$ cat src/rtl/xbus_pkg.sv
package xbus_pkg;

    localparam int CNT_W  = 6;
    localparam int BEAT_W = 4;

    typedef logic [CNT_W-1:0] cnt_t;

    typedef enum logic [2:0] {
        ST_IDLE,
        ST_ALE,
        ST_GAP,
        ST_STB,
        ST_HOLD,
        ST_FIN
    } state_e;

    typedef struct packed {
        cnt_t ale_w;
        cnt_t gap_w;
        cnt_t stb_w;
        cnt_t smpl_w;
        logic early;
        logic mux;
        logic ack;
        logic narrow;
    } cfg_t;

    // Ceiling conversion of a duration to clock cycles, never below 1
    // and saturated to the counter range.
    function automatic cnt_t ps_to_cycles(input int unsigned dur_ps,
                                          input int unsigned clk_ps);
        int unsigned q;
        int unsigned lim;
        q   = (dur_ps + clk_ps - 1) / clk_ps;
        lim = (1 << CNT_W) - 1;
        if (q < 1)   q = 1;
        if (q > lim) q = lim;
        return cnt_t'(q);
    endfunction

    function automatic cnt_t load_val(input cnt_t v);
        return (v == '0) ? '0 : cnt_t'(v - 1'b1);
    endfunction

    function automatic cfg_t boot_cfg(input logic [1:0] mode,
                                      input cnt_t latch_cyc,
                                      input cnt_t access_cyc);
        cfg_t c;
        c.ale_w  = latch_cyc;
        c.gap_w  = cnt_t'(1);
        c.stb_w  = access_cyc;
        c.smpl_w = '0;
        c.early  = 1'b0;
        case (mode)
            2'b00:   begin c.mux = 1'b1; c.narrow = 1'b0; c.ack = 1'b0; end
            2'b01:   begin c.mux = 1'b0; c.narrow = 1'b1; c.ack = 1'b0; end
            default: begin c.mux = 1'b0; c.narrow = 1'b0; c.ack = 1'b1; end
        endcase
        return c;
    endfunction

endpackage

$ cat src/rtl/xbus_cfg.sv
module xbus_cfg
    import xbus_pkg::*;
#(
    parameter int unsigned CLK_PS    = 10000,
    parameter int unsigned LATCH_PS  = 40000,
    parameter int unsigned ACCESS_PS = 240000
) (
    input  logic       clk,
    input  logic       rst,
    input  logic [1:0] boot_mode,
    input  logic       we,
    input  cfg_t       wr,
    output cfg_t       cfg
);

    localparam cnt_t LATCH_CYC  = ps_to_cycles(LATCH_PS, CLK_PS);
    localparam cnt_t ACCESS_CYC = ps_to_cycles(ACCESS_PS, CLK_PS);

    always_ff @(posedge clk) begin
        if (rst) begin
            cfg <= boot_cfg(boot_mode, LATCH_CYC, ACCESS_CYC);
        end else if (we) begin
            cfg <= wr;
        end
    end

endmodule

$ cat src/rtl/xbus_ctl.sv
module xbus_ctl
    import xbus_pkg::*;
#(
    parameter int          ADDR_W       = 32,
    parameter int          DATA_W       = 32,
    parameter logic [31:0] REGION_BASE  = 32'h1FC0_0000,
    parameter logic [31:0] REGION_BYTES = 32'h0040_0000
) (
    input  logic              clk,
    input  logic              rst,
    input  cfg_t              cfg,
    input  logic              req_start,
    input  logic [ADDR_W-1:0] req_addr,
    input  logic [BEAT_W-1:0] req_beats,
    input  logic              rdy,
    output state_e            st,
    output logic [ADDR_W-1:0] cur_addr,
    output logic              beat_end
);

    localparam logic [ADDR_W:0] BASE_X  = (ADDR_W+1)'(REGION_BASE);
    localparam logic [ADDR_W:0] LIMIT_X = (ADDR_W+1)'(REGION_BASE) + (ADDR_W+1)'(REGION_BYTES);
    localparam int              WORD_B  = DATA_W / 8;

    cnt_t              cnt;
    logic [BEAT_W-1:0] beats_left;
    logic              hit;
    logic              stb_term;
    logic [ADDR_W-1:0] step;

    assign hit = ({1'b0, req_addr} >= BASE_X) && ({1'b0, req_addr} < LIMIT_X);

    // Condition that ends the minimum strobe: count spent and, in
    // ready mode, ready seen high at this edge.
    assign stb_term = (st == ST_STB) && (cnt == '0) && (!cfg.ack || rdy);

    assign beat_end = (stb_term && (cfg.smpl_w == '0)) ||
                      ((st == ST_HOLD) && (cnt == '0));

    assign step = cfg.mux ? (cfg.narrow ? ADDR_W'(1) : ADDR_W'(WORD_B)) : '0;

    always_ff @(posedge clk) begin
        if (rst) begin
            st         <= ST_IDLE;
            cnt        <= '0;
            cur_addr   <= '0;
            beats_left <= '0;
        end else begin
            case (st)
                ST_IDLE: begin
                    if (req_start && hit) begin
                        cur_addr   <= req_addr;
                        beats_left <= (req_beats == '0) ? BEAT_W'(1) : req_beats;
                        cnt        <= load_val(cfg.ale_w);
                        st         <= ST_ALE;
                    end
                end
                ST_ALE: begin
                    if (cnt != '0) begin
                        cnt <= cnt - 1'b1;
                    end else if (cfg.gap_w == '0) begin
                        cnt <= load_val(cfg.stb_w);
                        st  <= ST_STB;
                    end else begin
                        cnt <= load_val(cfg.gap_w);
                        st  <= ST_GAP;
                    end
                end
                ST_GAP: begin
                    if (cnt != '0) begin
                        cnt <= cnt - 1'b1;
                    end else begin
                        cnt <= load_val(cfg.stb_w);
                        st  <= ST_STB;
                    end
                end
                ST_STB, ST_HOLD: begin
                    if (beat_end) begin
                        if (beats_left == BEAT_W'(1)) begin
                            st <= ST_FIN;
                        end else begin
                            beats_left <= beats_left - 1'b1;
                            cur_addr   <= cur_addr + step;
                            cnt        <= load_val(cfg.ale_w);
                            st         <= ST_ALE;
                        end
                    end else if (stb_term) begin
                        cnt <= load_val(cfg.smpl_w);
                        st  <= ST_HOLD;
                    end else if (cnt != '0) begin
                        cnt <= cnt - 1'b1;
                    end
                end
                ST_FIN: begin
                    st <= ST_IDLE;
                end
                default: begin
                    st <= ST_IDLE;
                end
            endcase
        end
    end

    AST_ACK_WAIT: assert property (@(posedge clk) disable iff (rst)
        (st == ST_STB && cnt == '0 && cfg.ack && !rdy) |=> (st == ST_STB));

    AST_IDLE_NEEDS_HIT: assert property (@(posedge clk) disable iff (rst)
        (st == ST_IDLE && req_start && !hit) |=> (st == ST_IDLE));

endmodule

$ cat src/rtl/xbus_pins.sv
module xbus_pins
    import xbus_pkg::*;
#(
    parameter int ADDR_W = 32,
    parameter int DATA_W = 32
) (
    input  logic              clk,
    input  logic              rst,
    input  state_e            st,
    input  cfg_t              cfg,
    input  logic [ADDR_W-1:0] cur_addr,
    input  logic              beat_end,
    input  logic [DATA_W-1:0] bus_ad_in,
    output logic              bus_ale,
    output logic              bus_cs,
    output logic              bus_oe,
    output logic [DATA_W-1:0] bus_ad_out,
    output logic              bus_ad_oe,
    output logic [ADDR_W-1:0] bus_addr,
    output logic              busy,
    output logic              rd_valid,
    output logic [DATA_W-1:0] rd_data,
    output logic              done
);

    logic strobe;
    logic addr_phase;

    assign busy       = (st != ST_IDLE);
    assign strobe     = (st == ST_STB) || (st == ST_HOLD);
    assign addr_phase = (st == ST_ALE) || (st == ST_GAP);

    assign bus_ale    = (st == ST_ALE);
    assign bus_oe     = strobe;
    assign bus_cs     = strobe || (cfg.early && addr_phase);
    assign bus_ad_oe  = cfg.mux && (st == ST_ALE);
    assign bus_ad_out = bus_ad_oe ? DATA_W'(cur_addr) : '0;
    assign bus_addr   = (!cfg.mux && busy) ? cur_addr : '0;

    always_ff @(posedge clk) begin
        if (rst) begin
            rd_valid <= 1'b0;
            rd_data  <= '0;
            done     <= 1'b0;
        end else begin
            rd_valid <= beat_end;
            done     <= (st == ST_FIN);
            if (beat_end) begin
                rd_data <= cfg.narrow ? DATA_W'(bus_ad_in[7:0]) : bus_ad_in;
            end
        end
    end

    AST_IDLE_QUIET: assert property (@(posedge clk) disable iff (rst)
        !busy |-> (!bus_ale && !bus_cs && !bus_oe));

    AST_NO_CS_WITH_ALE: assert property (@(posedge clk) disable iff (rst)
        (!cfg.early && bus_ale) |-> !bus_cs);

    AST_VALID_AFTER_OE: assert property (@(posedge clk) disable iff (rst)
        rd_valid |-> $past(bus_oe));

    AST_DONE_AFTER_DATA: assert property (@(posedge clk) disable iff (rst)
        done |-> ($past(rd_valid) && !rd_valid));

endmodule

$ cat src/rtl/xbus_seq.sv
module xbus_seq
    import xbus_pkg::*;
#(
    parameter int unsigned CLK_PS       = 10000,
    parameter int unsigned LATCH_PS     = 40000,
    parameter int unsigned ACCESS_PS    = 240000,
    parameter int          ADDR_W       = 32,
    parameter int          DATA_W       = 32,
    parameter logic [31:0] REGION_BASE  = 32'h1FC0_0000,
    parameter logic [31:0] REGION_BYTES = 32'h0040_0000
) (
    input  logic              clk,
    input  logic              rst,
    input  logic [1:0]        boot_mode,
    input  logic              cfg_we,
    input  logic [CNT_W-1:0]  cfg_ale_w,
    input  logic [CNT_W-1:0]  cfg_gap_w,
    input  logic [CNT_W-1:0]  cfg_stb_w,
    input  logic [CNT_W-1:0]  cfg_smpl_w,
    input  logic              cfg_early,
    input  logic              cfg_mux,
    input  logic              cfg_ack,
    input  logic              cfg_narrow,
    input  logic              req_start,
    input  logic [ADDR_W-1:0] req_addr,
    input  logic [BEAT_W-1:0] req_beats,
    input  logic              bus_rdy,
    input  logic [DATA_W-1:0] bus_ad_in,
    output logic              bus_ale,
    output logic              bus_cs,
    output logic              bus_oe,
    output logic [DATA_W-1:0] bus_ad_out,
    output logic              bus_ad_oe,
    output logic [ADDR_W-1:0] bus_addr,
    output logic              busy,
    output logic              rd_valid,
    output logic [DATA_W-1:0] rd_data,
    output logic              done
);

    cfg_t              cfg_wr;
    cfg_t              cfg;
    state_e            st;
    logic [ADDR_W-1:0] cur_addr;
    logic              beat_end;

    always_comb begin
        cfg_wr.ale_w  = cfg_ale_w;
        cfg_wr.gap_w  = cfg_gap_w;
        cfg_wr.stb_w  = cfg_stb_w;
        cfg_wr.smpl_w = cfg_smpl_w;
        cfg_wr.early  = cfg_early;
        cfg_wr.mux    = cfg_mux;
        cfg_wr.ack    = cfg_ack;
        cfg_wr.narrow = cfg_narrow;
    end

    xbus_cfg #(
        .CLK_PS   (CLK_PS),
        .LATCH_PS (LATCH_PS),
        .ACCESS_PS(ACCESS_PS)
    ) u_cfg (
        .clk      (clk),
        .rst      (rst),
        .boot_mode(boot_mode),
        .we       (cfg_we),
        .wr       (cfg_wr),
        .cfg      (cfg)
    );

    xbus_ctl #(
        .ADDR_W      (ADDR_W),
        .DATA_W      (DATA_W),
        .REGION_BASE (REGION_BASE),
        .REGION_BYTES(REGION_BYTES)
    ) u_ctl (
        .clk      (clk),
        .rst      (rst),
        .cfg      (cfg),
        .req_start(req_start),
        .req_addr (req_addr),
        .req_beats(req_beats),
        .rdy      (bus_rdy),
        .st       (st),
        .cur_addr (cur_addr),
        .beat_end (beat_end)
    );

    xbus_pins #(
        .ADDR_W(ADDR_W),
        .DATA_W(DATA_W)
    ) u_pins (
        .clk       (clk),
        .rst       (rst),
        .st        (st),
        .cfg       (cfg),
        .cur_addr  (cur_addr),
        .beat_end  (beat_end),
        .bus_ad_in (bus_ad_in),
        .bus_ale   (bus_ale),
        .bus_cs    (bus_cs),
        .bus_oe    (bus_oe),
        .bus_ad_out(bus_ad_out),
        .bus_ad_oe (bus_ad_oe),
        .bus_addr  (bus_addr),
        .busy      (busy),
        .rd_valid  (rd_valid),
        .rd_data   (rd_data),
        .done      (done)
    );

    AST_NONMUX_ADDR_HOLD: assert property (@(posedge clk) disable iff (rst)
        (busy && $past(busy) && !cfg.mux && !$past(cfg_we)) |-> $stable(bus_addr));

    AST_EARLY_CS_WITH_ALE: assert property (@(posedge clk) disable iff (rst)
        (cfg.early && bus_ale) |-> bus_cs);

endmodule

$ cat config.mk
export PLATFORM = sky130hd
export DESIGN_NAME = xbus_seq
export DESIGN_NICKNAME = d
export VERILOG_FILES = /design/src/rtl/xbus_pkg.sv /design/src/rtl/xbus_cfg.sv /design/src/rtl/xbus_ctl.sv /design/src/rtl/xbus_pins.sv /design/src/rtl/xbus_seq.sv
export SDC_FILE = /design/constraint.sdc
export NUM_CORES = 1
export LEC_CHECK = 0
export ABC_AREA = 1
export ABC_CLOCK_PERIOD_IN_PS = 4450
export BUFFER_PORTS_ARGS = -buffer_cell sky130_fd_sc_hd__buf_2
export CAP_MARGIN = 20
export CORE_MARGIN = 10
export CORE_UTILIZATION = 40
export DETAILED_ROUTE_END_ITERATION = 10
export PLACE_DENSITY = 0.65
export SLEW_MARGIN = 30
export SYNTH_ARGS = -nofsm -noshare
export SYNTH_HDL_FRONTEND = slang
export SYNTH_SLANG_ARGS = --single-unit
$ cat constraint.sdc
create_clock -name clk -period 4.45 [get_ports clk]
set_input_delay 0.2225 -clock clk [delete_from_list [all_inputs] [get_ports clk]]
set_output_delay 0.2225 -clock clk [all_outputs]
set_load 0.02 [all_outputs]
Yosys cells after proc, flatten, opt, wreduce, memory -nomap -nowiden
Cells that the tools add are included.
Word-level totals
  bits in registers: 107
  bits in latches: 0
  RAM bits: 0
  bits in read-only memories: 0
  bits of input ports: 103
  output and inout port bits: 103
  word-level logic and storage cells: 109
  memories: 0
Cells by class
  $add $sub $neg: 7
  multiply operators: 0
  divide/modulo/power cells: 0
  magnitude comparators: 2
  eq/ne operators: 15
  shift-type cells: 0
  muxes and demuxes: 37
  bitwise operators: 0
  reduce and logical (&&, ||, !) cells: 33
Operators with widths (number)
  32-bit 2-to-1 mux: 7
  6-bit 2-to-1 mux: 11
  32-bit one-hot mux with 2 select lines: 1
  32-bit adder: 1
  32-bit by 29-bit >= comparator with 1-bit output, second input constant: 1
  32-bit by 30-bit less-than comparator with 1-bit output, second input constant: 1
  6-bit zero test: 5
  6-bit by 1-bit subtractor with 6-bit output, second input constant: 5
  3-bit 2-to-1 mux: 9
  6-bit one-hot mux with 4 select lines: 1
  4-bit 2-to-1 mux: 4
  3-bit one-hot mux with 4 select lines: 1
  4-bit AND reduction: 3
  1-bit logical AND: 9
  4-bit one-hot mux with 2 select lines: 1
  3-bit by 2-bit equality test with 1-bit output, second input constant: 2
  3-bit equality test, second input constant: 2
  2-bit inequality test, second input constant: 3
  3-bit one-hot mux with 2 select lines: 1
  6-bit nonzero test: 1
  1-bit logical OR: 5
  4-bit by 1-bit equality test with 1-bit output, second input constant: 1
  4-bit zero test: 1
  2-bit by 1-bit inequality test with 1-bit output, second input constant: 2
  other kinds (14): 16

Logic depth before layout (Yosys ltp)
Gate-level depths: netlist of run 1.
  depth in word-level cells: 7
  gate-level depth with buffers: 15
  mapped depth without buffers: 15

By module
A second synthesis of run 1 with hierarchy kept.
Second synthesis, totals
  cell total of the unflattened synthesis: 1161
  area total of the unflattened synthesis: 7094.3 µm²
Modules (own cells, without submodules)
  xbus_ctl: instances 1, cells each 726, area an instance 4175.3 µm², seq. area each 900.9 µm²
  xbus_pins: instances 1, cells each 269, area an instance 1767.9 µm², seq. area each 680.7 µm²
  xbus_cfg: instances 1, cells each 166, area an instance 1151.1 µm², seq. area each 590.6 µm²

Least setup slack after synthesis of run 1
No wires, ideal clock.
  path kind: reg-to-reg
  start point: register, netlist name u_cfg.cfg[2]
  end point: register u_ctl.cur_addr[21]
  library setup time: 0.115 ns
  arrival time: 1.706 ns
  required time: 4.335 ns
  setup slack: 2.629 ns
  cell stages (with the launch flop): 13
  buffers on the path: 0
  clock period less this slack: 1.821 ns
  path through: edfxtp_1 inv_1 nor2_1 ha_1 nand3_1 nand2_1 nand2_1 nor2_2 nand3_1 nor2_1 nand3_1 a21oi_1 nor2_1
Between the ends
  cells in the longest elaborated chain, start to end: 5
Ends and longest elaborated chain
  32-bit 2-to-1 mux: line xbus_ctl.sv:40  | assign step = cfg.mux ? (cfg.narrow ? ADDR_W'(1) : ADDR_W'(WORD_B)) : '0;
  32-bit adder: line xbus_ctl.sv:83  | cur_addr <= cur_addr + step;
  32-bit 2-to-1 mux: line xbus_ctl.sv:79  | if (beats_left == BEAT_W'(1)) begin
  32-bit 2-to-1 mux: line xbus_ctl.sv:78  | if (beat_end) begin
  32-bit one-hot mux with 2 select lines: line xbus_ctl.sv:49  | case (st)
  to (signal assigned): line xbus_ctl.sv:52  | cur_addr <= req_addr;
  to (signal assigned): line xbus_ctl.sv:83
  to (decl): line xbus_ctl.sv:17  | output logic [ADDR_W-1:0] cur_addr,
Every way passes these cells. The select of a mux whose other input is x is not followed.
A chain may end at the register's enable or synchronous reset.

Final worst setup path of run 1
  start point: register, netlist name u_cfg.cfg[4]
  end point: register u_ctl.cur_addr[7]
Between the ends
  cells in the longest elaborated chain, start to end: 5
Ends and longest elaborated chain
  6-bit zero test: line xbus_ctl.sv:37  | assign beat_end = (stb_term && (cfg.smpl_w == '0)) ||
  1-bit logical AND: line xbus_ctl.sv:37
  1-bit logical OR: line xbus_ctl.sv:37
  2-bit by 1-bit inequality test with 1-bit output (no line)
  4-bit AND reduction (no line)
Every way passes these cells.

==> results.toml, run 1 <==
[run_status]
status = "finished, final reports clean"

[cts]
htreeDepth = 3
post_cts_buffers = 0
holdBufCountCts = 0
ctsResizeCount = 0
cts.sinks = 107
cts-root-buf = "clkbuf_16"
cts_tree = "built"
clkLatencyLatePin_ps = 360
clk_pin_slew_ps = 80
cts_buffers = 9
cts.path.max_buffers = 2

[synth]
syn_avg_cell_area_um2 = 6.21
synth_area_um2 = 6540
synth_edf_count = 3
synth_cells = 1053
yosysTopAreaCell = "dfxtp_1"
synthFlopType = "dfxtp_1"
synth_top_area_share_pct = 31.8
ys_ff_latch = 107
synth_cell_types = 39
ys_warn_count = 0
ys_seq_area_share_pct = 33.2
synthArstFlopShare_pct = 0
ys_top_cells_by_area = "dfxtp_1 32%, nand2_1 16%, nor2_1 9.8%"
synthesis.nets = 1171

[route]
drtIter0Drc = 393
totalWireLength_um = 21200
drcViolationCount = 0
detail_route.wl_per_cell_um = 14.6
drtAntennaViolNets = 0
via_count = 7100
vias_per_cell = 4.90
dr.pass1.iters = 5

[critical_path]
reg2reg_setup_slack_ps = 1840
crit_arrival_ps = 2900
crit_required_ps = 4740
reg2reg_depth = 12
critPathMaxFanout = 52
start_kind = "flip-flop"
reg2reg_from = "u_cfg.cfg[4]$_SDFFE_PP0P_"
worstSetupEndpointType = "flip-flop"
rr_endpoint = "u_ctl.cur_addr[7]$_SDFFE_PP0P_"
criticalPathCategory = "flip-flop to flip-flop"

[grt]
grt_first_pass_wirelength_um = 34500
grt-ovfl-total = 0
antenna_found_initial = 1
grt_pass1_vias = 6885
grt_max_degree = 53
grt_usage_pct = 18.9

[timing]
hold_violations = 0
setup_tns_ps = 0
post-route-min-period_ps = 2610
worst_slack_ps = 1840
rsz0062_at_grt = "false"
slew_headroom_pct = 43.4
timing.fmax_ghz = 0.384
finalCritPeriodShare_pct = 58.6
fin_worst_skew_ps = 9.94
tightest_slew_ps = 849
setup_violations = 0
drv_slew = 0

[placed_design]
dpl-instance-area_um2 = 7640
dpl.hpwl_um = 16300
place_inst = 1431
io_buffers = 205
post-place-ws_ps = 1850
gp_congestion = 0.956

[final_layout]
fin_area_um2 = 7930
synthToLayoutAreaGrowth_pct = 21.3
final_util_pct = 49.7
nets = 1344
mostFrequentLayoutCell = "nand2_1"
drive_above_1_share_pct = 20.4
final_cell_mix = "275 x nand2_1, 205 x buf_2, 170 x nor2_1"
fin_cells = 1449

[floorplan]
die_w_um = 148
dieArea_um2 = 21900
die_h_um = 148
start_util_pct = 41.0
top_level_ports = 206
core_um2 = 15900
num_rows = 46

[power]
power_density_nw_per_um2 = 423
power.leakage_uw = 0.00386
irDropWorstVdd_uv = 239

[worst_hold_path]
min_from = "cfg_stb_w[3]"
hold-path-endpoint = "u_cfg.cfg[13]$_SDFFE_PP1P_"
min_path_type = "primary input to flip-flop"
hold_path_depth = 3

[run]
cap_violations = 0
-- cell type report --
cell class / count / area, µm²
antenna: 2 / 5.00
clock buffer: 10 / 229
clock inverter: 6 / 53.8
inverter: 106 / 400
tap: 216 / 270
timing repair buffer: 207 / 1040
multi-input combinational: 795 / 3760
sequential: 107 / 2170
fill: 1730 / 8010
-- critical path, stage by stage, from the launching register on --
cell and delay, ps:
dfxtp_1 300, inv_1 120, ha_1 160, nand2_1 70
nor2_1 180, nand2_1 90, nand2_2 90, nand2_4 270
o21ai_2 290, nand2_4 350, inv_4 310, o21ai_0 130
a21oi_1 160
-- stage by stage --
| step | hold WS, ps | power (µW) |
|---|---|---|
| final | 66.7 | 3360 |
| after global routing | 72.0 | 3630 |
| after CTS | 54.8 | 3390 |
| after detailed placement | 441 | 2590 |
| after global placement | 438 | 2570 |
| after floorplan | 345 | 2270 |
-- registers in the layout, summed over array words and instances (netlist names) --
| signal | count |
|---|---|
| u_cfg.cfg | 28 |
| u_ctl.cur_addr | 32 |
| u_ctl.cnt | 6 |
| u_ctl.beats_left | 4 |
| u_ctl.st | 3 |
| u_pins.done | 1 |
| u_pins.rd_valid | 1 |
| u_pins.rd_data | 32 |
-- cells by family (layout without fill, tap and decap cells) --
group           Yosys count  count (layout)  synth area share [%]
simple gates            608             608                  39.3
buf+inv                 151             329                  9.41
compound gates          149             149                  12.1
flops                   107             107                  33.2
xor+xnor                 23              23                  3.08
fa+ha+maj                15              15                  2.87
other cells               0               2                     0
-- layer usage --
metal  GRT usage (%)  vias to the layer above  routed length (µm)
met3            5.86                       40                1490
met2            31.9                      205                9880
li1                -                     3732                   -
met4            6.44                        0                 586
met5               0                        -                   0
met1            22.2                     3123                9250
-- synth_stat cells (2+ instances only) --
| cell type | count |
|---|---|
| a211oi_2 | 3 |
| a21oi_1 | 70 |
| a31oi_1 | 4 |
| buf_1 | 2 |
| buf_2 | 13 |
| buf_4 | 2 |
| buf_6 | 3 |
| clkbuf_1 | 25 |
| dfxtp_1 | 104 |
| edfxtp_1 | 3 |
| ha_1 | 15 |
| inv_1 | 101 |
| inv_2 | 4 |
| nand2_1 | 276 |
| nand2_2 | 6 |
| nand2_4 | 2 |
| nand3_1 | 112 |
| nand4_1 | 16 |
| nor2_1 | 170 |
| nor2_2 | 5 |
| nor3_1 | 14 |
| o211ai_1 | 2 |
| o21ai_0 | 61 |
| o21ai_1 | 3 |
| o22ai_1 | 2 |
| xnor2_1 | 4 |
| xor2_1 | 19 |
-- power breakdown --
part | internal [µW] | total (µW) | switching [µW]
clock network | 393 | 792 | 399
registers | 1090 | 1220 | 130
logic | 421 | 1350 | 926
-- worst max path at each step --
stage                                    startpoint                              end  slack [ps]  cells past startpoint
final                     u_cfg.cfg[4]$_SDFFE_PP0P_   u_ctl.cur_addr[7]$_SDFFE_PP0P_        1840                     12
after CTS                 u_cfg.cfg[4]$_SDFFE_PP0P_   u_ctl.cur_addr[7]$_SDFFE_PP0P_        1820                     12
after global routing      u_cfg.cfg[4]$_SDFFE_PP0P_  u_ctl.cur_addr[14]$_SDFFE_PP0P_        1480                     13
after detailed placement  u_cfg.cfg[4]$_SDFFE_PP0P_   u_ctl.cur_addr[7]$_SDFFE_PP0P_        1850                     12
after global placement    u_cfg.cfg[4]$_SDFFE_PP0P_   u_ctl.cur_addr[7]$_SDFFE_PP0P_        1920                     12
after floorplan              u_cfg.cfg[2]$_DFFE_PP_  u_ctl.cur_addr[21]$_SDFFE_PP0P_        2630                     12
No activity file was read; power rests on OpenSTA's default activity.
==> inputs of run 2 (changes only) <==
--- a/config.mk
+++ b/config.mk
@@ -6,7 +6,7 @@
 export NUM_CORES = 1
 export LEC_CHECK = 0
 export ABC_AREA = 1
-export ABC_CLOCK_PERIOD_IN_PS = 4450
+export ABC_CLOCK_PERIOD_IN_PS = 2600
 export BUFFER_PORTS_ARGS = -buffer_cell sky130_fd_sc_hd__buf_2
 export CAP_MARGIN = 20
 export CORE_MARGIN = 10
==> constraint.sdc (replaced) <==
create_clock -name clk -period 2.6 [get_ports clk]
set_input_delay 0.13 -clock clk [delete_from_list [all_inputs] [get_ports clk]]
set_output_delay 0.13 -clock clk [all_outputs]
set_load 0.02 [all_outputs]
==> results.toml, run 2 (synthesis results as in run 1) <==
[timing]
post-route-min-period_ps = 2220
slew_headroom_pct = 45.9
worst_slack_ps = 379
hold_violations = 1
setup_tns_ps = 0
rsz0062_at_grt = "false"
fin_worst_skew_ps = 12.1
timing.fmax_ghz = 0.450
drv_slew = 0
setup_violations = 0
finalCritPeriodShare_pct = 85.4
tightest_slew_ps = 810
hold_slack_ps = -5.77

[critical_path]
crit_arrival_ps = 2470
path_depth = 12
criticalPathCategory = "flip-flop to flip-flop"
worstSetupEndpointType = "flip-flop"
reg2reg_depth = 12
critPathMaxFanout = 41
crit_chain = "inv_1, ha_1, nand2_1, nor2_1, nand2_1, nand2_2, nand2_4, o21ai_2, nand2_4, buf_4, o21ai_0, a21oi_1"
path_buf_inv = 2
start_kind = "flip-flop"
crit_required_ps = 2850
reg2reg_setup_slack_ps = 380
worstSetupEndpoint = "u_ctl.cur_addr[7]$_SDFFE_PP0P_"
critPathLaunch = "u_cfg.cfg[4]$_SDFFE_PP0P_"
crit_family = "simple AND/OR/NAND/NOR gates"
rr_endpoint = "u_ctl.cur_addr[7]$_SDFFE_PP0P_"
max_stage_delay_ps = 310
slowest_stage = "dfxtp_1"
reg2reg_from = "u_cfg.cfg[4]$_SDFFE_PP0P_"

[route]
totalWireLength_um = 21900
dr.pass1.iters = 5
detail_route.wl_per_cell_um = 14.7
drtAntennaViolNets = 0
drtIter0Drc = 527
drcViolationCount = 0
via_count = 7380
vias_per_cell = 4.96

[final_layout]
synthToLayoutAreaGrowth_pct = 26.9
final_cell_mix = "276 x nand2_1, 205 x buf_2, 170 x nor2_1"
n_fill_cell = 1673
reg_top3 = "u_ctl.cur_addr (32), u_pins.rd_data (32), u_cfg.cfg (28)"
drive_above_1_share_pct = 20.4
nets = 1382
mostFrequentLayoutCell = "nand2_1"

[run]
cap_violations = 0

[placed_design]
dpl.hpwl_um = 16400
post-place-ws_ps = 400
gp_congestion = 0.919
io_buffers = 205

[floorplan]
die_w_um = 148
start_util_pct = 41.0
die_h_um = 148
top_level_ports = 206
core_um2 = 15900
num_rows = 46
dieArea_um2 = 21900

[power]
power_density_nw_per_um2 = 704
irDropWorstVdd_uv = 327
power.leakage_uw = 0.00402

[grt]
grt_first_pass_wirelength_um = 35100
grt_usage_pct = 19.4
grt_max_degree = 43
grt_pass1_vias = 7125
antenna_found_initial = 4
grt-ovfl-total = 0

[run_status]
status = "complete, but fails checks"
violations = "hold timing"

[cts]
cts-root-buf = "clkbuf_16"
ctsResizeCount = 0
clk_pin_slew_ps = 70
htreeDepth = 3
cts.path.max_buffers = 2
cts_buffers = 9
cts.sinks = 107
holdBufCountCts = 30
post_cts_buffers = 0
clkLatencyLatePin_ps = 370
cts_tree = "built"

[worst_hold_path]
min_path_type = "primary input to flip-flop"
run 2: cell count changes in the layout (fill, tap and decap cells not counted), sizes merged:
| cell | before | now |
|---|---|---|
| buf | 207 | 215 |
| clkinv | 2 | 3 |
| clkbuf | 10 | 9 |
| diode | 2 | 3 |
| dlygate4sd3 | 0 | 30 |
run 2: area by class of cell:
type | count | area, µm² | share of cell area (%)
Multi-Input combinational cell | 795 | 3750 | 45.2
Sequential cell | 107 | 2170 | 26.2
Timing Repair Buffer | 245 | 1410 | 17.0
Inverter | 106 | 400 | 4.82
Tap cell | 216 | 270 | 3.26
Clock buffer | 9 | 225 | 2.71
Clock inverter | 7 | 57.6 | 0.694
Antenna cell | 3 | 7.51 | 0.0905
run 2: stage by stage:
step	utilization (%)	instances	area [µm²]	hold slack [ps]	power, µW
after floorplan	-	1053	6540	252	3890
after global placement	48.4	1439	7710	346	4450
after detailed placement	48.4	1439	7710	349	4470
after CTS	52.0	1485	8290	0.0507	5870
after global routing	52.0	1487	8300	12.3	6270
final	52.1	1488	8300	-5.77	5850
run 2: metal layers:
metal	part of all wire, %	global-route usage, %	vias to the layer above
met1	42	22.9	3252
met3	7.8	4.98	45
met2	46	32.4	267
met4	3.3	8.47	2
met5	0.059	0	-
li1	-	-	3814
run 2: worst min-delay path, stage by stage:
cell	delay [ps]
buf_2	80
nand2_1	50
nand3_1	70
run 2: worst min-delay path by stage:
stage                             from                         end  slack (ps)  cells past startpoint
final                     cfg_ale_w[2]  u_cfg.cfg[24]$_SDFFE_PP1P_          -6                      3
after global routing      cfg_gap_w[3]  u_cfg.cfg[19]$_SDFFE_PP0P_          10                      3
after detailed placement  cfg_stb_w[3]  u_cfg.cfg[13]$_SDFFE_PP1P_         350                      3
after CTS                 cfg_ale_w[2]  u_cfg.cfg[24]$_SDFFE_PP1P_        0.05                      3
after global placement    cfg_stb_w[3]  u_cfg.cfg[13]$_SDFFE_PP1P_         350                      3
after floorplan           cfg_gap_w[0]  u_cfg.cfg[16]$_SDFFE_PP1P_         250                      2
run 2: power breakdown:
group          total, µW  switching (µW)  internal, µW
combinational       2400            1620           776
sequential          2080             221          1860
clock               1360             696           667
==> inputs of run 3 (changes only) <==
--- a/config.mk
+++ b/config.mk
@@ -5,14 +5,13 @@
 export SDC_FILE = /design/constraint.sdc
 export NUM_CORES = 1
 export LEC_CHECK = 0
-export ABC_AREA = 1
 export ABC_CLOCK_PERIOD_IN_PS = 2600
 export BUFFER_PORTS_ARGS = -buffer_cell sky130_fd_sc_hd__buf_2
 export CAP_MARGIN = 20
 export CORE_MARGIN = 10
 export CORE_UTILIZATION = 40
 export DETAILED_ROUTE_END_ITERATION = 10
-export PLACE_DENSITY = 0.65
+export PLACE_DENSITY = 0.71
 export SLEW_MARGIN = 30
 export SYNTH_ARGS = -nofsm -noshare
 export SYNTH_HDL_FRONTEND = slang
==> results.toml, run 3 <==
[worst_hold_path]
min_path_type = "primary input to flip-flop"

[floorplan]
start_util_pct = 40.9
num_rows = 45
core_um2 = 15300
die_w_um = 145
top_level_ports = 206
die_h_um = 145
dieArea_um2 = 21000

[timing]
post-route-min-period_ps = 2400
setup_violations = 0
slew_headroom_pct = 49.4
fin_worst_skew_ps = 10.4
rsz0062_at_grt = "false"
timing.fmax_ghz = 0.416
finalCritPeriodShare_pct = 92.3
drv_slew = 0
tightest_slew_ps = 758
setup_tns_ps = 0
hold_violations = 0

[final_layout]
drive_above_1_share_pct = 26.8
antenna_cells = 0
mostFrequentLayoutCell = "buf_2"
reg_top3 = "u_ctl.cur_addr (32), u_pins.rd_data (32), u_cfg.cfg (28)"
nets = 1111
multi_input_area_um2 = 3750
final_util_pct = 53.1
regArea_um2 = 2170
n_fill_cell = 1459
synthToLayoutAreaGrowth_pct = 29.8
final_cell_mix = "205 x buf_2, 104 x dfxtp_1, 85 x nand2_1"
fin_cells = 1209

[synth]
synthArstFlopShare_pct = 0
synth_cell_types = 67
synth_area_um2 = 6250
synth_top_area_share_pct = 33.3
ys_seq_area_share_pct = 34.8
synth.most_common_cell = "dfxtp_1"
synth_cells = 778
synth_common_cells = "104 x dfxtp_1, 85 x nand2_1, 62 x nor2_1"
synth_edf_count = 3
syn_avg_cell_area_um2 = 8.03
ys_ff_latch = 107
ys_warn_count = 0
synthesis.nets = 896
synthFlopType = "dfxtp_1"
yosysTopAreaCell = "dfxtp_1"
ys_top_cells_by_area = "dfxtp_1 33%, nand2_1 5.1%, mux2i_1 4.8%"

[route]
via_count = 6531
detail_route.wl_per_cell_um = 17.1
drcViolationCount = 0
met3_length_um = 1640
dr.pass1.iters = 5
wl_met1_um = 9230
drtAntennaViolNets = 0
wl_met2_um = 9420
drtIter0Drc = 419
vias_per_cell = 5.40
highest_layer = "met4"
totalWireLength_um = 20700

[critical_path]
crit_top_cell = "a211oi_1"
critPathMaxFanout = 5
start_kind = "flip-flop"
slowest_stage = "a2111oi_0"
criticalPathCategory = "flip-flop to flip-flop"
crit_arrival_ps = 2620
crit_family = "compound AO/OA/AOI/OAI gates"
path_buf_inv = 2
max_stage_delay_ps = 630
worstSetupEndpointType = "flip-flop"
crit_required_ps = 2810
crit_chain = "inv_1, ha_1, nor2b_1, buf_4, a211oi_1, a21o_1, a21oi_1, a2111oi_0, a211oi_1"

[power]
irDropWorstVdd_uv = 314
power_density_nw_per_um2 = 561
power.leakage_uw = 0.00373
total_power_uw = 4550

[cts]
cts_buffers = 9
clkLatencyLatePin_ps = 350
cts.path.max_buffers = 2
cts-root-buf = "clkbuf_16"
htreeDepth = 3
cts_tree = "built"
cts.sinks = 107
clk_pin_slew_ps = 80

[run]
cap_violations = 0

[grt]
grt_max_degree = 54
grt_pass1_vias = 6515
antenna_found_initial = 0
grt_usage_pct = 18.8
grt-ovfl-total = 0
grt_first_pass_wirelength_um = 33700

[placed_design]
gp_congestion = 0.866
io_buffers = 205
place_inst = 1163
dpl.hpwl_um = 15000

[run_status]
status = "finished, final reports clean"
==> run 3: kinds of logic (layout without fill, tap and decap cells) <==
group / count (synthesis) / count (layout) / synth area share, %
AOI/OAI and AO/OA: 205 / 205 / 22.9
xor gates and xnor gates: 13 / 13 / 1.82
adders and majority gates: 15 / 15 / 3.00
buffers and inverters: 79 / 299 / 5.37
DFF: 107 / 107 / 34.8
muxes: 31 / 31 / 4.99
and+or+nand+nor: 328 / 328 / 27.1
==> run 3: stage by stage <==
| step | worst slack [ps] | area [µm²] | hold slack (ps) |
|---|---|---|---|
| 6_report | 199 | 8110 | 11.8 |
| 3_3_place_gp | 255 | 7480 | 339 |
| 3_5_place_dp | 169 | 7480 | 343 |
| 5_1_grt | 42.6 | 8110 | 6.62 |
| 4_1_cts | 147 | 8100 | 0.286 |
| 2_1_floorplan | 166 | 6250 | 256 |
==> run 3: cell type report <==
type                    count  area share (%)
repair buffers            260            18.6
well taps                 211            3.26
flip-flops and latches    107            26.8
clock inverters             6            1.20
inverters                  23            1.06
multi-input cells         592            46.2
clock buffers              10            2.82
==> run 3: worst paths after layout <==
path                                                startpoint                             end  slack [ps]  depth (start not counted)
worst max-delay path                 u_ctl.cnt[0]$_SDFFE_PP0P_       u_ctl.cnt[1]$_SDFFE_PP0P_         200                          9
worst min-delay path                              cfg_gap_w[3]      u_cfg.cfg[19]$_SDFFE_PP0P_          10                          3
worst max register to register       u_ctl.cnt[0]$_SDFFE_PP0P_       u_ctl.cnt[1]$_SDFFE_PP0P_         200                          9
worst min register to register  u_pins.rd_data[1]$_SDFFE_PP0P_  u_pins.rd_data[1]$_SDFFE_PP0P_         450                          2
==> run 3: timing repair <==
| item | in CTS | in global routing |
|---|---|---|
| endpoints found under the setup margin | 0 | 2 |
| buffers inserted | 0 | 1 |
| hold buffers | 29 | 0 |
| hold endpoints to repair | 29 | 0 |
| resized for setup | 0 | 1 |
==> run 3: power by group <==
part           switching, µW  internal [µW]  total, µW  leakage (µW)
Sequential              70.5           1700       1770      0.000874
Combinational            783            481       1260       0.00270
Clock                    657            860       1520      0.000159
==> run 3: per-layer routing <==
layer / track usage (%) / vias up
li1: - / 3263
met1: 23.5 / 2993
met2: 30.2 / 243
met3: 5.62 / 32
met4: 5.62 / 0
met5: 0 / -
==> run 3: worst register-to-register path: cells and delay by family (launching register included) <==
family          cells  cell delay [ps]
buf+inv             2              250
flops               1              390
simple gates        1              140
fa+ha+maj           1              210
compound gates      5             1270
